### src/rtl/fet_ctrl_pkg.sv
package fet_ctrl_pkg;
   localparam int REG_W     = 8;
   localparam int B_CHG     = 0;
   localparam int B_DSG     = 1;
   localparam int B_PRE     = 2;
   localparam int B_CHG_OUT = 3;
   localparam int B_DSG_OUT = 4;
   localparam int B_PRE_OUT = 5;
   localparam int B_LOCK    = 6;

   typedef struct packed {
      logic pre;
      logic dsg;
      logic chg;
   } fet_req_t;
endpackage

### src/rtl/fet_sync.sv
module fet_sync #(
   parameter int STAGES = 2
) (
   input  logic clk,
   input  logic rst_n,
   input  logic d,
   output logic q
);
   logic [STAGES-1:0] chain;

   generate
      if (STAGES < 2) begin : g_bad
         $error("fet_sync: STAGES must be at least 2");
      end
      for (genvar i = 0; i < STAGES; i++) begin : g_stage
         always_ff @(posedge clk or negedge rst_n) begin
            if (!rst_n) chain[i] <= 1'b0;
            else if (i == 0) chain[i] <= d;
            else chain[i] <= chain[(i == 0) ? 0 : i-1];
         end
      end
   endgenerate

   assign q = chain[STAGES-1];
endmodule

### src/rtl/fet_holdoff.sv
module fet_holdoff #(
   parameter int HOLD_CYC = 8_000_000
) (
   input  logic clk,
   input  logic rst_n,
   input  logic trip,
   output logic lockout
);
   localparam int CNT_W = $clog2(HOLD_CYC + 1);

   logic [CNT_W-1:0] cnt;

   generate
      if (HOLD_CYC < 1) begin : g_bad
         $error("fet_holdoff: HOLD_CYC must be at least 1");
      end
   endgenerate

   always_ff @(posedge clk or negedge rst_n) begin
      if (!rst_n)          cnt <= '0;
      else if (trip)       cnt <= CNT_W'(HOLD_CYC);
      else if (cnt != '0)  cnt <= cnt - CNT_W'(1);
   end

   assign lockout = trip | (cnt != '0);

   assert_countdown_R3: assert property (@(posedge clk) disable iff (!rst_n)
      (!trip && cnt != '0) |=> (cnt == $past(cnt) - CNT_W'(1)));

   assert_restart_R11: assert property (@(posedge clk) disable iff (!rst_n)
      trip |=> (cnt == CNT_W'(HOLD_CYC)) && lockout);
endmodule

### src/rtl/fet_req_reg.sv
module fet_req_reg
   import fet_ctrl_pkg::*;
(
   input  logic     clk,
   input  logic     rst_n,
   input  logic     wr_en,
   input  fet_req_t wr_req,
   input  logic     block,
   input  logic     clear,
   output fet_req_t req
);
   always_ff @(posedge clk or negedge rst_n) begin
      if (!rst_n)                 req <= '0;
      else if (clear)             req <= '0;
      else if (wr_en && !block)   req <= wr_req;
   end

   assert_clear_R2: assert property (@(posedge clk) disable iff (!rst_n)
      clear |=> (req == '0));

   assert_blocked_R4: assert property (@(posedge clk) disable iff (!rst_n)
      (block && !clear) |=> $stable(req));

   assert_no_self_on_R6: assert property (@(posedge clk) disable iff (!rst_n)
      $rose(req.chg) |-> $past(wr_en));
endmodule

### src/rtl/fet_enable_ctrl.sv
module fet_enable_ctrl
   import fet_ctrl_pkg::*;
#(
   parameter int HOLD_CYC      = 8_000_000,
   parameter int SYNC_STAGES   = 2,
   parameter bit HAS_PRECHARGE = 1'b1
) (
   input  logic             clk,
   input  logic             rst_n,
   input  logic             mode_normal,
   input  logic             prot_in,
   input  logic             poweroff_in,
   input  logic             wr_en,
   input  logic [REG_W-1:0] wr_data,
   output logic [REG_W-1:0] status,
   output logic             chg_en,
   output logic             dsg_en,
   output logic             pre_en
);
   logic     prot_s;
   logic     poff_s;
   logic     lockout;
   logic     force_off;
   fet_req_t req;
   fet_req_t wr_req;

   fet_sync #(.STAGES(SYNC_STAGES)) u_sync_prot (
      .clk(clk), .rst_n(rst_n), .d(prot_in), .q(prot_s));

   fet_sync #(.STAGES(SYNC_STAGES)) u_sync_poff (
      .clk(clk), .rst_n(rst_n), .d(poweroff_in), .q(poff_s));

   fet_holdoff #(.HOLD_CYC(HOLD_CYC)) u_holdoff (
      .clk(clk), .rst_n(rst_n), .trip(prot_s), .lockout(lockout));

   assign wr_req = '{pre: wr_data[B_PRE], dsg: wr_data[B_DSG], chg: wr_data[B_CHG]};

   fet_req_reg u_req (
      .clk(clk), .rst_n(rst_n), .wr_en(wr_en), .wr_req(wr_req),
      .block(lockout), .clear(prot_s), .req(req));

   assign force_off = prot_s | poff_s | lockout;
   assign chg_en    = req.chg & ~force_off;
   assign dsg_en    = req.dsg & ~force_off;

   generate
      if (HAS_PRECHARGE) begin : g_pre
         assign pre_en = req.pre & ~mode_normal & ~force_off;
      end else begin : g_nopre
         assign pre_en = 1'b0;
      end
   endgenerate

   always_comb begin
      status            = '0;
      status[B_CHG]     = req.chg;
      status[B_DSG]     = req.dsg;
      status[B_PRE]     = req.pre;
      status[B_CHG_OUT] = chg_en;
      status[B_DSG_OUT] = dsg_en;
      status[B_PRE_OUT] = pre_en;
      status[B_LOCK]    = lockout;
   end

   assert_prot_off_R1: assert property (@(posedge clk) disable iff (!rst_n)
      prot_s |-> !chg_en && !dsg_en && !pre_en);

   assert_lock_off_R4: assert property (@(posedge clk) disable iff (!rst_n)
      lockout |-> !chg_en && !dsg_en);

   assert_pre_mode_R7: assert property (@(posedge clk) disable iff (!rst_n)
      mode_normal |-> !pre_en);

   assert_poff_off_R8: assert property (@(posedge clk) disable iff (!rst_n)
      poff_s |-> !chg_en && !dsg_en && !pre_en);

   always_comb begin
      if (!rst_n) assert_reset_R10: assert (status == '0 && !chg_en && !dsg_en && !pre_en);
   end
endmodule

### config.mk
export PLATFORM = sky130hd
export DESIGN_NAME = fet_enable_ctrl
export DESIGN_NICKNAME = d
export VERILOG_FILES = /design/src/rtl/fet_ctrl_pkg.sv /design/src/rtl/fet_sync.sv /design/src/rtl/fet_holdoff.sv /design/src/rtl/fet_req_reg.sv /design/src/rtl/fet_enable_ctrl.sv
export SDC_FILE = /design/constraint.sdc
export NUM_CORES = 1
export LEC_CHECK = 0
export CELL_PAD_IN_SITES_DETAIL_PLACEMENT = 1
export CELL_PAD_IN_SITES_GLOBAL_PLACEMENT = 1
export CORE_UTILIZATION = 44
export DETAILED_ROUTE_END_ITERATION = 6
export HOLD_SLACK_MARGIN = 0.06
export PLACE_DENSITY = 0.89
export SYNTH_ARGS = -nofsm -noshare
export SYNTH_HDL_FRONTEND = slang
export SYNTH_SLANG_ARGS = --single-unit
### constraint.sdc
create_clock -name clk -period 5.35 [get_ports clk]
set_input_delay 1.07 -clock clk [delete_from_list [all_inputs] [get_ports clk]]
set_output_delay 1.07 -clock clk [all_outputs]
set_load 0.01 [all_outputs]
==> results_tabular.tex, run 1 <==
\begin{tabular}{lr}
\hline
Metric & Value \\
\hline
\multicolumn{2}{l}{\textbf{Logic synthesis}} \\
\quad Sequential cell area fraction in the yosys report & around 47\% \\
\quad Post-synthesis register bit count & 30 \\
\quad Flip-flop cell with the highest count after synthesis & dfrtp\_1 \\
\quad Cell area after technology mapping & roughly 1600 sq um \\
\quad Ranking of synthesized cells by area & dfrtp\_1, nor2\_1, xnor2\_1 \\
\quad Number of nets in the synthesized netlist & between 150 and 200 \\
\quad Synth warnings & 0 \\
\quad Async set-reset flop share out of synthesis & 100\% \\
\quad Most area-hungry cell type in the Yosys netlist & dfrtp\_1 \\
\quad Post-synthesis cell count & 167 \\
\quad Number of flops mapped to enable cells by yosys & 0 \\
\quad Most common library cells after synthesis & dfrtp\_1, nor2\_1, nand2\_1, xnor2\_1, a21oi\_1 \\
\quad Top-count cell post-synth & dfrtp\_1 \\
\quad Synth unique cells & 43 \\
\quad Avg Synthesized Cell Area & between 9 and 10 sq um \\
\quad Share of Yosys cell area claimed by the top area cell type & 46.8\% \\
\multicolumn{2}{l}{\textbf{CTS}} \\
\quad Cts repair resizes & 0 \\
\quad Worst skew pair latency & approximately 0.34 ns \\
\quad H-tree depth & 2 \\
\quad Max Root-Sink Buffers & 2 \\
\quad Worst-path clk slew & around 0.1 ns \\
\quad Cts bufs inserted & 5 \\
\quad Clock tree from TritonCTS & yes \\
\quad Quantity of hold-fixing buffers added after cts & 0 \\
\quad Clk Tree Root Cell & clkbuf\_4 \\
\quad Num Clock Sinks & 30 \\
\quad Setup Buffers After CTS & 0 \\
\multicolumn{2}{l}{\textbf{Finish}} \\
\quad Layout net count & approximately 200 \\
\quad Fraction of layout instances using a drive strength above 1 & between 10\% and 20\% \\
\quad Signed area change from the synthesized netlist to the final layout & 15.5\% \\
\quad Number of antenna cells inserted & 0 \\
\multicolumn{2}{l}{\textbf{Setup path}} \\
\quad Setup Crit Path Kind & reg -> out \\
\quad Worst setup path startpoint & u\_holdoff.cnt[0] \\
\quad Capture point of the critical path & status[5] \\
\quad Worst flop-to-flop path endpoint & u\_holdoff.cnt[9] \\
\quad Critical path peak fanout & 12 \\
\quad Arrival @ worst endpoint & around 3.1 ns \\
\quad Worst R2R Path Depth & 7 \\
\quad Crit. End Element & output pin \\
\quad Register-to-register path setup slack & about 2.9 ns \\
\quad Start of the worst register-to-register path & u\_holdoff.cnt[0] \\
\quad Data required time at the worst endpoint & between 4 and 5 ns \\
\quad Sort of element at the start of the critical path & register \\
\multicolumn{2}{l}{\textbf{Placement}} \\
\quad HPWL after DPL & 2960 um \\
\quad \# port buffers & 18 \\
\quad Global placement routability congestion & approximately 0.80 \\
\multicolumn{2}{l}{\textbf{Global routing}} \\
\quad Wire length of the first global-routing pass & between 6000 and 7000 um \\
\quad Vias in the first global route & 1359 \\
\quad Maximum number of pins on one net before global-route repair & 31 \\
\quad Congestion Overflow GR & 0 \\
\quad Initial antenna violation count & 0 \\
\quad Global-route usage over all layers & a little under a quarter \\
\multicolumn{2}{l}{\textbf{STA}} \\
\quad Count of pins over their slew limit & 0 \\
\quad Upper clock frequency limit & 238 MHz \\
\quad Headroom to the max-slew limit & $\sim$43\% \\
\quad Largest clock skew in the final design & around 0.014 ns \\
\quad Period utilization & 78.7\% \\
\quad Final critical-path required period & 4.21 ns \\
\quad RSZ-0062 raised after global routing & no \\
\quad Total setup violations reported at the end of the flow & 0 \\
\quad Worst-margin pin slew & 0.853 ns \\
\quad Final Hold Violating Endpoints & 0 \\
\quad Worst hold slack & 0.365 ns \\
\quad Post-Route Setup TNS & 0 ns \\
\multicolumn{2}{l}{\textbf{Power}} \\
\quad Leakage & roughly 0.76 nW \\
\quad Peak VDD IR & $\sim$0.14 mV \\
\quad Pwr Density & between 200 and 300 nW/um\^{}2 \\
\quad Total chip power & between 0.5 and 0.6 mW \\
\multicolumn{2}{l}{\textbf{Floorplanning}} \\
\quad Core region area & 3420 sq um \\
\quad Area of the die & approximately 3900 sq um \\
\quad Y dimension of the die & between 60 and 70 um \\
\quad Initial Utilization & 46.9\% \\
\quad Horiz. Die Dim & $\sim$62 um \\
\quad Std cell rows & 21 \\
\quad Number of ports placed on the die boundary & 25 \\
\multicolumn{2}{l}{\textbf{Drt}} \\
\quad Iteration count of the initial detailed-routing pass & 4 \\
\quad Initial drt markers & 87 \\
\quad Overall via count from detail\_route & 1358 \\
\quad Routed len/inst & 17.4 um \\
\quad Post-detailed-route count of antenna-violating nets & 0 \\
\quad Residual DRC count & 0 \\
\quad Via-to-Cell Ratio & between 5 and 6 \\
\quad Drt total wl & about 4000 um \\
\multicolumn{2}{l}{\textbf{Outcome}} \\
\quad Run status & finished clean \\
\multicolumn{2}{l}{\textbf{Flow run}} \\
\quad Maximum Capacitance Violations & 0 \\
\multicolumn{2}{l}{\textbf{Worst hold path}} \\
\quad Kind of path behind the tightest hold check & reg -> reg \\
\hline
\end{tabular}
==> cell families after synthesis <==
kind of cell | after synthesis | synth area share (%)
AO/OA/AOI/OAI | 27 | 11.1
buffers and inverters | 15 | 5.23
AND/OR/NAND/NOR | 78 | 27.3
XOR/XNOR | 11 | 6.01
other | 1 | 0.234
multiplexers | 4 | 2.50
flip-flops | 30 | 46.8
adder cells (fa/ha/maj) | 1 | 0.781
==> final cells by class <==
cell class	count	area, sq um
Inverter	6	22.5
Fill cell	399	1570
Clock buffer	6	51.3
Clock inverter	2	12.5
Tap cell	46	57.6
Multi-Input combinational cell	122	768
Timing Repair Buffer	19	188
Sequential cell	30	751
==> cell usage in the layout (no fill, tap or decap), types with 2 or more instances in the layout <==
cell	count
inv_1	6
or4_1	2
nor2_1	26
a31oi_1	2
mux2i_1	4
or3_1	3
a211oi_1	2
clkdlybuf4s50_1	18
nor4_1	4
a21oi_1	8
nand4b_1	2
and3_1	3
nor2_2	2
o21ai_0	4
nor3_1	6
o31ai_1	2
a21oi_2	2
nand4_1	3
dfrtp_1	30
nand3_1	6
and4_1	2
nor4_4	2
xnor2_1	10
a21o_1	2
nand2_1	10
clkbuf_4	5
==> metrics by stage <==
| stage | utilization [%] | worst slack, ns | instance area (sq um) | std cells |
|---|---|---|---|---|
| after global routing | 54.2 | 0.928 | 1850 | 231 |
| final | 54.2 | 1.14 | 1850 | 231 |
| after global placement | 52.3 | 1.59 | 1790 | 223 |
| after detailed placement | 52.3 | 1.54 | 1790 | 223 |
| after CTS | 54.2 | 1.12 | 1850 | 231 |
| after floorplan | - | 2.27 | 1600 | 167 |
==> flip-flops by register name, indices dropped and copies added, names as in the netlist <==
register and cells:
u_holdoff.cnt 23, u_req.req 3, u_sync_poff.chain 1, u_sync_poff.q 1, u_sync_prot.chain 1, u_sync_prot.q 1
==> routing by layer <==
metal | vias up | GRT usage [%] | share of wire [%]
met4 | 0 | 6.98 | 1.3
li1 | 621 | - | -
met3 | 8 | 6.25 | 3.6
met2 | 23 | 36.7 | 51
met5 | - | 0 | 0
met1 | 706 | 30.8 | 44
==> power breakdown <==
| part | leakage, nW | total, mW | internal [mW] | switching, mW |
|---|---|---|---|---|
| Sequential | 0.366 | 0.276 | 0.246 | 0.0295 |
| Combinational | 0.355 | 0.115 | 0.0475 | 0.0679 |
| Clock | 0.0343 | 0.145 | 0.0631 | 0.0820 |
| Total | 0.756 | 0.536 | 0.357 | 0.179 |
==> how the worst min path moves through the flow <==
stage / start / end / slack (ns) / cells after the start
floorplan: u_sync_poff.chain[0] / u_sync_poff.q / 0.33 / 0
global placement: u_sync_poff.chain[0] / u_sync_poff.q / 0.33 / 0
detailed placement: u_sync_poff.chain[0] / u_sync_poff.q / 0.35 / 0
global route: u_sync_poff.chain[0] / u_sync_poff.q / 0.38 / 0
CTS: u_sync_poff.chain[0] / u_sync_poff.q / 0.37 / 0
finish: u_sync_poff.chain[0] / u_sync_poff.q / 0.37 / 0
==> critical path, stage by stage, from the launching register on <==
cell and delay, ns:
dfrtp_1 0.41, inv_1 0.10, ha_1 0.19, nor3b_1 0.47, and4_1 0.50, and2_4 0.31
and4b_1 0.25, clkdlybuf4s50_1 0.56
Note: power is estimated with default switching activity, not from simulation.
==> run 2, diff against run 1 <==
CORE_UTILIZATION = 40   (was 44)
PLACE_DENSITY = 0.83   (was 0.89)
clock period = 4.15 ns   (was 5.35 ns; I/O delays follow)
==> run 2 against run 1 <==
  * Clock power rose to 2.6 times the previous value
  * Flip-flop and latch count did not move
  * Worst hold slack got worse by 0.011 ns
  * Clock skew fell by 0.0094 ns
  * Global-route usage fell by 0.63 points
  * Via count fell by 0.81%
  * Critical endpoint unchanged
  * Largest power group is now clock
  * Highest routed layer unchanged
==> results_tabular.tex, run 2 (same netlist as run 1, synthesis figures left out) <==
\begin{tabular}{lr}
\hline
Metric & Value \\
\hline
\multicolumn{2}{l}{\textbf{CTS}} \\
\quad Worst skew pair latency & 0.29 ns (-0.05 ns) \\
\quad Max Root-Sink Buffers & 2 (unchanged) \\
\quad Worst-path clk slew & 0.07 ns (-0.03 ns) \\
\quad H-tree depth & 2 (unchanged) \\
\quad Cts repair resizes & 0 (unchanged) \\
\quad Clk Tree Root Cell & clkbuf\_8 \\
\quad Clock tree from TritonCTS & yes \\
\quad Cts bufs inserted & 5 (unchanged) \\
\quad Quantity of hold-fixing buffers added after cts & 0 (unchanged) \\
\quad Num Clock Sinks & 30 (unchanged) \\
\quad Setup Buffers After CTS & 0 (unchanged) \\
\multicolumn{2}{l}{\textbf{Setup path}} \\
\quad Setup Crit Path Kind & reg -> out \\
\quad Crit. End Element & output pin \\
\quad Arrival @ worst endpoint & 2.82 ns (-0.32 ns) \\
\quad Sort of element at the start of the critical path & register \\
\quad Critical path peak fanout & 12 (unchanged) \\
\quad Data required time at the worst endpoint & 3.32 ns (-0.96 ns) \\
\multicolumn{2}{l}{\textbf{STA}} \\
\quad Post-Route Setup TNS & 0 ns (unchanged) \\
\quad Worst-margin pin slew & 0.847 ns (-0.00660 ns) \\
\quad Total setup violations reported at the end of the flow & 0 (unchanged) \\
\quad Final Hold Violating Endpoints & 0 (unchanged) \\
\quad Period utilization & about nine tenths \\
\quad RSZ-0062 raised after global routing & no \\
\quad Largest clock skew in the final design & 0.00419 ns (-0.00938 ns) \\
\quad Worst hold slack & 0.354 ns (-0.0114 ns) \\
\quad Count of pins over their slew limit & 0 (unchanged) \\
\quad Upper clock frequency limit & about 270 MHz \\
\quad Headroom to the max-slew limit & 43.6\% (+0.44 points) \\
\quad Final critical-path required period & around 3.7 ns \\
\multicolumn{2}{l}{\textbf{Power}} \\
\quad Total chip power & 0.889 mW (+66\%) \\
\quad Peak VDD IR & 0.209 mV (+48\%) \\
\quad Pwr Density & 455 nW/um\^{}2 (+57\%) \\
\quad Leakage & 0.808 nW (+6.9\%) \\
\multicolumn{2}{l}{\textbf{Global routing}} \\
\quad Global-route usage over all layers & 22.5\% (-0.63 points) \\
\quad Congestion Overflow GR & 0 (unchanged) \\
\quad Vias in the first global route & 1522 (+12\%) \\
\quad Wire length of the first global-routing pass & 7180 um (+4.1\%) \\
\quad Initial antenna violation count & 0 (unchanged) \\
\quad Maximum number of pins on one net before global-route repair & 31 (unchanged) \\
\multicolumn{2}{l}{\textbf{Floorplanning}} \\
\quad Area of the die & 4260 sq um (+9.7\%) \\
\quad Std cell rows & 22 (+4.8\%) \\
\quad Initial Utilization & 42.8\% (-4.1 points) \\
\quad Core region area & 3740 sq um (+9.6\%) \\
\quad Y dimension of the die & 65.3 um (+4.7\%) \\
\quad Horiz. Die Dim & 65.3 um (+4.7\%) \\
\quad Number of ports placed on the die boundary & 25 (unchanged) \\
\multicolumn{2}{l}{\textbf{Drt}} \\
\quad Post-detailed-route count of antenna-violating nets & 0 (unchanged) \\
\quad Overall via count from detail\_route & 1347 (-0.81\%) \\
\quad Initial drt markers & 62 (-29\%) \\
\quad Residual DRC count & 0 (unchanged) \\
\quad Via-to-Cell Ratio & 5.71 (-2.9\%) \\
\quad Iteration count of the initial detailed-routing pass & 4 (unchanged) \\
\quad Routed len/inst & 16.8 um (-3.4\%) \\
\quad Drt total wl & 3960 um (-1.3\%) \\
\multicolumn{2}{l}{\textbf{Worst hold path}} \\
\quad Kind of path behind the tightest hold check & reg -> reg \\
\multicolumn{2}{l}{\textbf{Placement}} \\
\quad \# port buffers & 18 (unchanged) \\
\quad Global placement routability congestion & 0.813 (+1.2\%) \\
\quad HPWL after DPL & 2730 um (-7.9\%) \\
\multicolumn{2}{l}{\textbf{Flow run}} \\
\quad Maximum Capacitance Violations & 0 (unchanged) \\
\multicolumn{2}{l}{\textbf{Outcome}} \\
\quad Run status & finished clean \\
\multicolumn{2}{l}{\textbf{Finish}} \\
\quad Number of antenna cells inserted & 0 (unchanged) \\
\quad Layout net count & 202 (+1.5\%) \\
\quad \# fillers & 441 (+11\%) \\
\quad Registers with the most flip-flops & u\_holdoff.cnt: 23 flops, u\_req.req: 3 flops \\
\quad Most common library cell in the layout ignoring fill and taps & dfrtp\_1 \\
\quad Register Area & 751 sq um (unchanged) \\
\quad Flip-flop count of the largest register after layout & 23 (unchanged) \\
\quad Fraction of layout instances using a drive strength above 1 & 11.7\% (+1.4 points) \\
\quad Area of the multi-input gates & 768 sq um (unchanged) \\
\quad Commonest cells after routing, fill and taps aside & dfrtp\_1, nor2\_1, clkdlybuf4s50\_1, nand2\_1, xnor2\_1 \\
\quad Reg with most FFs & u\_holdoff.cnt \\
\quad Signed area change from the synthesized netlist to the final layout & 21.9\% \\
\hline
\end{tabular}
==> run 2: cell count changes in the layout (fill, tap and decap cells not counted) <==
cell,previous run,this run
buf_4,1,4
bufinv_16,0,2
clkbuf_4,5,0
clkbuf_8,1,6
clkinv_2,1,0
clkinvlp_4,1,0
==> run 2: per-layer routing <==
layer  part of all wire (%)  track usage, %
met3                    3.6            5.21
met5                      0               0
met1                     44            27.2
met2                     50            38.7
met4                    1.4            8.15
==> run 2: critical path, stage by stage (launching register included) <==
cell             delay [ns]
dfrtp_1                0.44
or4_4                  0.61
nor4_4                 0.40
and2_4                 0.30
and4b_1                0.24
clkdlybuf4s50_1        0.54
==> run 2: layout make-up <==
class                   count  share of cell area (%)
flip-flops and latches     30                    38.4
inverters                   6                    1.15
well taps                  48                    3.07
repair buffers             22                    10.8
multi-input cells         122                    39.3
clock inverters             2                    3.07
clock buffers               6                    4.23
==> run 2: per-stage QoR <==
| step | area, sq um | worst slack [ns] | std cells | util [%] |
|---|---|---|---|---|
| CTS | 1950 | 0.499 | 236 | 52.2 |
| detailed placement | 1810 | 0.841 | 228 | 48.4 |
| global route | 1950 | 0.347 | 236 | 52.2 |
| finish | 1950 | 0.497 | 236 | 52.2 |
| global placement | 1810 | 0.864 | 228 | 48.4 |
| floorplan | 1600 | 1.31 | 167 | - |
==> run 2: final timing paths <==
path / start / to / slack (ns) / cells past startpoint
worst max-delay path: u_holdoff.cnt[18] / status[5] / 0.50 / 5
worst min-delay path: u_sync_prot.chain[0] / u_sync_prot.q / 0.35 / 0
worst max register to register: u_holdoff.cnt[18] / u_holdoff.cnt[4] / 1.89 / 5
worst min register to register: u_sync_prot.chain[0] / u_sync_prot.q / 0.35 / 0
max in group asynchronous: rst_n / u_holdoff.cnt[22] / 2.95 / 2
min in group asynchronous: rst_n / u_holdoff.cnt[6] / 0.93 / 2
==> run 2: power breakdown <==
| part | internal, mW | leakage (nW) | switching, mW |
|---|---|---|---|
| Combinational | 0.0722 | 0.370 | 0.0902 |
| Clock | 0.256 | 0.0714 | 0.117 |
| Sequential | 0.318 | 0.366 | 0.0364 |
| Total | 0.646 | 0.808 | 0.243 |
==> run 3, diff against run 2 <==
GPL_TIMING_DRIVEN = 0   (was not set)
==> run 3 against run 2 <==
  * Worst hold slack worse by 0.00094 ns
  * Total power shrank 12%
  * Cell count rose by 2.1%
  * Clock skew hardly changed
  * Critical endpoint unchanged
==> results_tabular.tex, run 3 (same netlist as run 1, synthesis figures left out) <==
\begin{tabular}{lr}
\hline
Metric & Value \\
\hline
\multicolumn{2}{l}{\textbf{Flow run}} \\
\quad Maximum Capacitance Violations & 0 (unchanged) \\
\multicolumn{2}{l}{\textbf{Placement}} \\
\quad \# port buffers & 18 (unchanged) \\
\quad Global placement routability congestion & 0.831 (+2.2\%) \\
\quad HPWL after DPL & 2990 um (+9.6\%) \\
\quad Inst Count DP & 233 (+2.2\%) \\
\quad Post-place instance area & 1840 sq um (+1.7\%) \\
\quad Pre-CTS setup slack & 0.514 ns (-0.327 ns) \\
\multicolumn{2}{l}{\textbf{Setup path}} \\
\quad Crit. End Element & output pin \\
\quad Critical path cell sequence & or4\_4, nor4\_4, and2\_4, buf\_6, and4b\_1, buf\_4, clkdlybuf4s50\_1 \\
\quad Data required time at the worst endpoint & 3.32 ns (about the same) \\
\quad Sort of element at the start of the critical path & register \\
\quad Setup Crit Path Kind & reg -> out \\
\quad Critical path peak fanout & 10 (-2) \\
\quad Slowest Stage Delay on Critical Path & 0.60 ns (about the same) \\
\quad Cell type of the slowest stage on the worst timing path & or4\_4 \\
\quad Arrival @ worst endpoint & 2.97 ns (+0.15 ns) \\
\multicolumn{2}{l}{\textbf{Finish}} \\
\quad Reg with most FFs & u\_holdoff.cnt \\
\quad Layout net count & 207 (+2.5\%) \\
\quad Registers with the most flip-flops & u\_holdoff.cnt: 23 flops, u\_req.req: 3 flops \\
\quad Signed area change from the synthesized netlist to the final layout & 21.9\% (about the same) \\
\quad \# fillers & 454 (+2.9\%) \\
\quad Final std cells w/o fill & 241 (+2.1\%) \\
\quad Number of antenna cells inserted & 0 (unchanged) \\
\quad Register Area & 751 sq um (unchanged) \\
\quad Commonest cells after routing, fill and taps aside & dfrtp\_1, nor2\_1, clkdlybuf4s50\_1, nand2\_1, xnor2\_1 \\
\quad Flip-flop count of the largest register after layout & 23 (unchanged) \\
\quad Final Instance Area & 1950 sq um (about the same) \\
\quad Fraction of layout instances using a drive strength above 1 & 14.0\% (+2.3 points) \\
\quad Area of the multi-input gates & 773 sq um (+0.65\%) \\
\quad Most common library cell in the layout ignoring fill and taps & dfrtp\_1 \\
\multicolumn{2}{l}{\textbf{Global routing}} \\
\quad Wire length of the first global-routing pass & 7200 um (+0.38\%) \\
\quad Initial antenna violation count & 0 (unchanged) \\
\quad Global-route usage over all layers & 22.6\% (+0.10 points) \\
\quad Congestion Overflow GR & 0 (unchanged) \\
\quad Vias in the first global route & 1519 (-0.20\%) \\
\quad Maximum number of pins on one net before global-route repair & 31 (unchanged) \\
\multicolumn{2}{l}{\textbf{CTS}} \\
\quad Clk Tree Root Cell & clkbuf\_8 \\
\quad H-tree depth & 2 (unchanged) \\
\quad Num Clock Sinks & 30 (unchanged) \\
\quad Worst-path clk slew & 0.06 ns (about the same) \\
\quad Max Root-Sink Buffers & 2 (unchanged) \\
\quad Cts bufs inserted & 5 (unchanged) \\
\quad Worst skew pair latency & 0.28 ns (about the same) \\
\quad Clock tree from TritonCTS & yes \\
\multicolumn{2}{l}{\textbf{Floorplanning}} \\
\quad Initial Utilization & 42.8\% (unchanged) \\
\quad Std cell rows & 22 (unchanged) \\
\quad Area of the die & 4260 sq um (unchanged) \\
\quad Y dimension of the die & 65.3 um (unchanged) \\
\quad Number of ports placed on the die boundary & 25 (unchanged) \\
\quad Horiz. Die Dim & 65.3 um (unchanged) \\
\quad Core region area & 3740 sq um (unchanged) \\
\multicolumn{2}{l}{\textbf{STA}} \\
\quad Total setup violations reported at the end of the flow & 0 (unchanged) \\
\quad Count of pins over their slew limit & 0 (unchanged) \\
\quad Crit path setup slack, layout & 0.352 ns (-0.144 ns) \\
\quad Worst-margin pin slew & 0.681 ns (-0.166 ns) \\
\quad RSZ-0062 raised after global routing & no \\
\quad Upper clock frequency limit & 263 MHz (-3.8\%) \\
\quad Headroom to the max-slew limit & 54.2\% (+11 points) \\
\quad Final critical-path required period & 3.80 ns (+0.144 ns) \\
\quad Period utilization & 91.5\% (+3.5 points) \\
\quad Largest clock skew in the final design & 0.00440 ns (+0.000214 ns) \\
\quad Post-Route Setup TNS & 0 ns (unchanged) \\
\quad Final Hold Violating Endpoints & 0 (unchanged) \\
\multicolumn{2}{l}{\textbf{Worst hold path}} \\
\quad Kind of path behind the tightest hold check & reg -> reg \\
\multicolumn{2}{l}{\textbf{Power}} \\
\quad Pwr Density & 399 nW/um\^{}2 (-12\%) \\
\quad Total chip power & 0.780 mW (-12\%) \\
\quad Peak VDD IR & 0.200 mV (-4.4\%) \\
\quad Leakage & 0.817 nW (+1.1\%) \\
\multicolumn{2}{l}{\textbf{Drt}} \\
\quad Post-detailed-route count of antenna-violating nets & 0 (unchanged) \\
\quad Routed len/inst & 17.1 um (+1.7\%) \\
\quad Via-to-Cell Ratio & 5.66 (-0.84\%) \\
\quad Residual DRC count & 0 (unchanged) \\
\quad Overall via count from detail\_route & 1364 (+1.3\%) \\
\quad Initial drt markers & 37 (-40\%) \\
\quad Iteration count of the initial detailed-routing pass & 4 (unchanged) \\
\quad Drt total wl & 4110 um (+3.8\%) \\
\multicolumn{2}{l}{\textbf{Outcome}} \\
\quad Run status & finished clean \\
\hline
\end{tabular}
run 3: changes by cell type in the layout (fill, tap and decap cells not counted):
cell	change
clkbuf_8	+2
clkdlybuf4s50_1	-1
buf_4	+1
nor3b_2	+1
clkbuf_1	+2
buf_2	+2
bufinv_16	-2
nor3b_1	-1
buf_6	+1
run 3: worst max-delay path: cells and delay by family (launching register included):
kind,cells,cell delay [ns]
simple gates,4,1.49
buf+inv,3,0.77
flops,1,0.42
run 3: through the flow:
step	hold WS (ns)	utilization [%]
finish	0.353	52.2
global route	0.368	52.2
CTS	0.356	52.2
detailed placement	0.342	49.2
global placement	0.336	49.2
floorplan	0.331	-
run 3: layout make-up:
class | instances | area share (%)
Clock buffer | 8 | 5.64
Sequential cell | 30 | 38.4
Timing Repair Buffer | 18 | 8.97
Tap cell | 48 | 3.07
Buffer | 9 | 3.14
Inverter | 6 | 1.15
Multi-Input combinational cell | 122 | 39.6
run 3: layer usage:
metal / GRT usage (%) / part of all wire [%] / vias to the layer above
met1: 25.8 / 41 / 686
li1: - / - / 637
met3: 4.69 / 3.8 / 8
met2: 41.6 / 54 / 33
met5: 0 / 0 / -
met4: 7.07 / 1.3 / 0
run 3: worst paths after layout:
path	from	end	slack (ns)	depth (start not counted)
worst min register to register	u_sync_prot.chain[0]	u_sync_prot.q	0.35	0
worst min-delay path	u_sync_prot.chain[0]	u_sync_prot.q	0.35	0
max in group asynchronous	rst_n	u_req.req[0]	3.12	1
worst max-delay path	u_holdoff.cnt[18]	status[5]	0.35	7
worst max register to register	u_holdoff.cnt[18]	u_holdoff.cnt[4]	1.95	5
min in group asynchronous	rst_n	u_holdoff.cnt[11]	0.58	1
run 3: power breakdown:
part           switching (mW)  internal, mW
registers              0.0336         0.318
logic                  0.0929        0.0625
clock network           0.106         0.167
total                   0.233         0.548
run 3: repair_timing:
item / 4_1_cts / 5_1_grt
hold buffers: 0 / 0
gates resized for setup: 0 / 1
setup buffers: 0 / 0
endpoints found under the setup margin: 0 / 1
